### config.mk
export PLATFORM = sky130hd
export DESIGN_NAME = cfg_i2c_target
export DESIGN_NICKNAME = d
export VERILOG_FILES = /design/src/rtl/cfg_i2c_target.sv
export SDC_FILE = /design/constraint.sdc
export NUM_CORES = 2
export LEC_CHECK = 0
export BUFFER_PORTS_ARGS = -buffer_cell sky130_fd_sc_hd__buf_2
export CAP_MARGIN = 20
export CORE_MARGIN = 2
export CORE_UTILIZATION = 55
export DETAILED_ROUTE_END_ITERATION = 10
export PLACE_DENSITY_LB_ADDON = 0.2
export SKIP_CTS_REPAIR_TIMING = 1
export SLEW_MARGIN = 20
export SYNTH_ARGS = -nofsm -noshare
export SYNTH_HDL_FRONTEND = slang
export SYNTH_SLANG_ARGS = --single-unit
export TNS_END_PERCENT = 20
### constraint.sdc
create_clock -name clk -period 3.4 [get_ports clk]
set_input_delay 0.17 -clock clk [delete_from_list [all_inputs] [get_ports clk]]
set_output_delay 0.17 -clock clk [all_outputs]
set_load 0.005 [all_outputs]
### src/rtl/cfg_i2c_target.sv
module cfg_i2c_target #(
  parameter logic [6:0] BASE_ADDR = 7'h18,
  parameter int         OFFS_W    = 5
) (
  input  logic       clk,
  input  logic       rst_n,
  input  logic       scl_i,
  input  logic       sda_i,
  output logic       sda_oe,
  input  logic [2:0] strap_hi,
  input  logic [2:0] strap_lo
);
  localparam int NPG   = 5;
  localparam int DEPTH = 1 << OFFS_W;
  localparam int WIN_W = 8 - OFFS_W;

  localparam logic [3:0] S_IDLE = 4'd0, S_ADDR = 4'd1, S_AACK = 4'd2,
                         S_PTR  = 4'd3, S_PACK = 4'd4, S_WDAT = 4'd5,
                         S_WACK = 4'd6, S_RDAT = 4'd7, S_RACK = 4'd8;

  logic [1:0] scl_sy, sda_sy;
  logic       scl_q, sda_q;

  always_ff @(posedge clk or negedge rst_n)
    if (!rst_n) begin
      scl_sy <= 2'b11; sda_sy <= 2'b11;
      scl_q  <= 1'b1;  sda_q  <= 1'b1;
    end else begin
      scl_sy <= {scl_sy[0], scl_i};
      sda_sy <= {sda_sy[0], sda_i};
      scl_q  <= scl_sy[1];
      sda_q  <= sda_sy[1];
    end

  wire scl_s     = scl_sy[1];
  wire sda_s     = sda_sy[1];
  wire scl_rise  = scl_s & ~scl_q;
  wire scl_fall  = ~scl_s & scl_q;
  wire start_det = scl_s & scl_q & sda_q & ~sda_s;
  wire stop_det  = scl_s & scl_q & ~sda_q & sda_s;

  wire       addr_ok = (strap_hi < 3'd4) && (strap_lo < 3'd4);
  wire [6:0] my_addr = BASE_ADDR + 7'({strap_hi[1:0], 3'b000})
                                 + 7'({strap_lo[1:0], 1'b0});

  logic [3:0] state, cnt;
  logic [7:0] sh, tx, ptr;
  logic       rw, mnack;

  wire [WIN_W-1:0]  win     = ptr[7:OFFS_W];
  wire [OFFS_W-1:0] off     = ptr[OFFS_W-1:0];
  wire [7:0]        ptr_inc = {win, off + 1'b1};

  logic [2:0]     rd_pg;
  logic [NPG-1:0] we_mask;

  always_comb begin
    case (win)
      3'd0:    begin rd_pg = 3'd0; we_mask = 5'b00001; end
      3'd1:    begin rd_pg = 3'd1; we_mask = 5'b00010; end
      3'd2:    begin rd_pg = 3'd2; we_mask = 5'b00100; end
      3'd3:    begin rd_pg = 3'd3; we_mask = 5'b01000; end
      3'd4:    begin rd_pg = 3'd0; we_mask = 5'b01111; end
      3'd5:    begin rd_pg = 3'd0; we_mask = 5'b00011; end
      3'd6:    begin rd_pg = 3'd2; we_mask = 5'b01100; end
      default: begin rd_pg = 3'd4; we_mask = 5'b10000; end
    endcase
  end

  wire            wr_stb = (state == S_WDAT) && scl_fall && (cnt == 4'd8);
  wire [NPG-1:0]  pg_we  = wr_stb ? we_mask : '0;

  logic [7:0] mem [NPG][DEPTH];
  wire  [7:0] rd_byte = mem[rd_pg][off];

  always_ff @(posedge clk or negedge rst_n)
    if (!rst_n) begin
      for (int p = 0; p < NPG; p++)
        for (int o = 0; o < DEPTH; o++)
          mem[p][o] <= '0;
    end else begin
      for (int p = 0; p < NPG; p++)
        if (pg_we[p]) mem[p][off] <= sh;
    end

  always_ff @(posedge clk or negedge rst_n)
    if (!rst_n) begin
      state  <= S_IDLE;
      cnt    <= '0;
      sh     <= '0;
      tx     <= '0;
      ptr    <= '0;
      rw     <= 1'b0;
      mnack  <= 1'b0;
      sda_oe <= 1'b0;
    end else if (start_det) begin
      state  <= S_ADDR;
      cnt    <= '0;
      sda_oe <= 1'b0;
    end else if (stop_det) begin
      state  <= S_IDLE;
      sda_oe <= 1'b0;
    end else if (scl_rise) begin
      if (state == S_ADDR || state == S_PTR || state == S_WDAT) begin
        sh  <= {sh[6:0], sda_s};
        cnt <= cnt + 4'd1;
      end
      if (state == S_RDAT) cnt <= cnt + 4'd1;
      if (state == S_RACK) mnack <= sda_s;
    end else if (scl_fall) begin
      case (state)
        S_ADDR:
          if (cnt == 4'd8) begin
            if (addr_ok && sh[7:1] == my_addr) begin
              state  <= S_AACK;
              sda_oe <= 1'b1;
              rw     <= sh[0];
            end else begin
              state <= S_IDLE;
            end
          end
        S_AACK: begin
          cnt <= '0;
          if (rw) begin
            state  <= S_RDAT;
            tx     <= rd_byte;
            sda_oe <= ~rd_byte[7];
          end else begin
            state  <= S_PTR;
            sda_oe <= 1'b0;
          end
        end
        S_PTR:
          if (cnt == 4'd8) begin
            ptr    <= sh;
            sda_oe <= 1'b1;
            state  <= S_PACK;
          end
        S_PACK, S_WACK: begin
          state  <= S_WDAT;
          sda_oe <= 1'b0;
          cnt    <= '0;
        end
        S_WDAT:
          if (cnt == 4'd8) begin
            ptr    <= ptr_inc;
            sda_oe <= 1'b1;
            state  <= S_WACK;
          end
        S_RDAT:
          if (cnt == 4'd8) begin
            sda_oe <= 1'b0;
            ptr    <= ptr_inc;
            state  <= S_RACK;
          end else begin
            sda_oe <= ~tx[3'(4'd7 - cnt)];
          end
        S_RACK:
          if (!mnack) begin
            state  <= S_RDAT;
            tx     <= rd_byte;
            sda_oe <= ~rd_byte[7];
            cnt    <= '0;
          end else begin
            state <= S_IDLE;
          end
        default: state <= S_IDLE;
      endcase
    end
endmodule


==> results.json <==
{
  "ys_warn_count": 0,
  "clock-sinks": 1321,
  "synth_xor_area_share_pct": 0.0984,
  "syn_nets": 4816,
  "chipHeight_um": 340,
  "grt_use_total_pct": 32.3,
  "core-area_um2": 112000,
  "htreeDepth": 4,
  "max_stage_delay_ns": 0.65,
  "drive_above_1_share_pct": 42.6,
  "cp-endpoint": "tx[3]",
  "drt_iter0_markers": 3646,
  "cts.path.max_buffers": 3,
  "synthAdderAreaFrac_pct": 0.201,
  "layout_common_cells": "mux2_2, dfrtp_1, nand2_1",
  "dieArea_um2": 116000,
  "slew_headroom_pct": 21.2,
  "ys_ff_latch": 1321,
  "yosysSeqAreaShare_pct": 53.1,
  "cpMaxStageDelayCell": "dfrtp_4",
  "synthCells": 4796,
  "crit_chain": "nand2b_4 -> buf_12 -> buf_4 -> o22ai_1 -> o21ai_0 -> nor3_1 -> nand4_1 -> nor4_2 -> a31oi_1",
  "crit_buf_inv": 2,
  "hp-class": "in2async",
  "placedCellCount": 6230,
  "setup_viol": 0,
  "violations": "negative hold slack",
  "syn_avg_cell_area_um2": 13.0,
  "arrival_ns": 4.04,
  "synth_top_family_by_area": "multiplexers",
  "synthArstFlopShare_pct": 100,
  "layout_setup_ws_ns": 0.0108,
  "finalWirelength_mm": 186,
  "fin_setup_tns_ns": 0,
  "clock_skew_ns": 0.0246,
  "worstMarginPinSlew_ns": 1.18,
  "final_cell_count_no_fill": 6488,
  "r2r_start": "ptr[7]",
  "gp_congestion": 0.967,
  "fill_cells": 8668,
  "dp_slack_ns": 0.0514,
  "hold_viol": 1,
  "reg2reg_slack_ns": 0.01,
  "fmax_mhz": 295,
  "placed_area_um2": 65500,
  "drc": 0,
  "area_growth_pct": 12.9,
  "synth_edf_count": 0,
  "muxShareOfSynthArea_pct": 31.0,
  "cts_root_buf": "clkbuf_16",
  "synth-simple-area-share_pct": 7.56,
  "maxCapViolations": 0,
  "utilization_pct": 62.6,
  "num_rows": 123,
  "crit_family": "simple AND/OR/NAND/NOR gates",
  "synth-compound-area-share_pct": 5.01,
  "ant_nets": 0,
  "power_density_nw_per_um2": 507,
  "layout.nets": 4899,
  "finalCritPeriodShare_pct": 99.7,
  "grt_pass1_vias": 42004,
  "critical_path_required_ns": 4.05,
  "critPathMaxFanout": 28,
  "clk_pin_slew_worst_paths_ns": 0.06,
  "ir_drop_mv": 1.06,
  "via_count": 41881,
  "numCtsBuffers": 142,
  "overflow": 0,
  "wl_per_cell_um": 28.6,
  "grt_max_degree": 164,
  "dp_hpwl_mm": 119,
  "die-width_um": 340,
  "grt_setup_unrepaired": "no",
  "slew_violations": 0,
  "power_leakage_nw": 32.6,
  "grt_antenna_before_repair": 3,
  "boundaryPins": 11,
  "cp-end-kind": "flop",
  "cp-start-kind": "flop",
  "synthFlopType": "dfrtp_1",
  "crit_type": "reg2reg",
  "drtPass1Iterations": 5,
  "holdWs_ns": -0.0000183,
  "synthDistinctLibCells": 78,
  "stdcell_area_um2": 70300,
  "critical_path_depth": 9,
  "grt_first_pass_wirelength_mm": 281,
  "final_common_cell": "mux2_2",
  "start_util_pct": 55.4,
  "via_per_inst": 6.46,
  "port_buffers": 10,
  "worstSkewPairLatency_ns": 0.77,
  "post-route-min-period_ns": 3.39,
  "r2r_end": "tx[3]",
  "synth_area_um2": 62300,
  "insertedDiodeCount": 0,
  "outcome": "finished with violations",
  "cts_tree": "done",
  "power_mw": 35.6,
  "r2r_cells": 9,
  "crit_start": "ptr[7]"
}
[worst min path at each step]
stage | start | end | slack (ns) | cells after the start
3_5_place_dp | rst_n | mem[146] | 0.27 | 1
3_3_place_gp | rst_n | mem[146] | 0.27 | 1
2_1_floorplan | rst_n | cnt[0] | -0.13 | 0
5_1_grt | strap_lo[1] | rw | 0.03 | 6
4_1_cts | scl_i | scl_sy[0] | -0.55 | 1
6_report | rst_n | mem[517] | -0.00002 | 2
[flip-flops by register name, summed over array words and instances (netlist names), 2 cells and up]
name	flops
sh	8
state	4
mem	1280
scl_sy	2
sda_sy	2
ptr	8
tx	8
cnt	4
[logic make-up (layout without fill, tap and decap cells)]
kind of cell	after synthesis	count (layout)
and+or+nand+nor	954	954
xor gates and xnor gates	7	7
buffers and inverters	398	590
adders and majority gates	10	10
AOI/OAI and AO/OA	454	454
DFF	1321	1321
muxes	1652	1652
[synth_stat cells, drive strengths merged (53+ instances only)]
library cell	n	area share [%]
mux2	1357	25
nand2	452	2.7
o21ai	65	0.53
dfrtp	1315	53
mux2i	210	3.4
nor2	142	1.1
a21oi	77	0.62
clkbuf	215	1.3
a211oi	53	0.65
mux4	85	3.1
nand3	213	2.2
buf	162	1.6
[per-layer routing]
metal | wire [um] | GRT usage (%) | part of all wire (%)
met3 | 14000 | 7.10 | 7.6
met5 | 13 | 0 | 0.0070
met2 | 84100 | 48.5 | 45
met4 | 9470 | 15.3 | 5.1
met1 | 78200 | 44.9 | 42
[area by class of cell]
class	count	area (um2)	area share, %
flip-flops and latches	1321	33100	47.1
clock buffers	207	4120	5.87
well taps	1500	1880	2.67
multi-input cells	3077	27400	39.0
clock inverters	46	598	0.851
inverters	21	81.3	0.116
repair buffers	316	3050	4.34
[report_power, final]
| part | leakage, nW | internal [mW] | switching, mW |
|---|---|---|---|
| Clock | 2.31 | 9.21 | 6.47 |
| Sequential | 18.4 | 15.9 | 0.274 |
| Combinational | 11.9 | 0.581 | 3.25 |
| Total | 32.6 | 25.6 | 10.0 |
No activity file was read; power rests on OpenSTA's default activity.
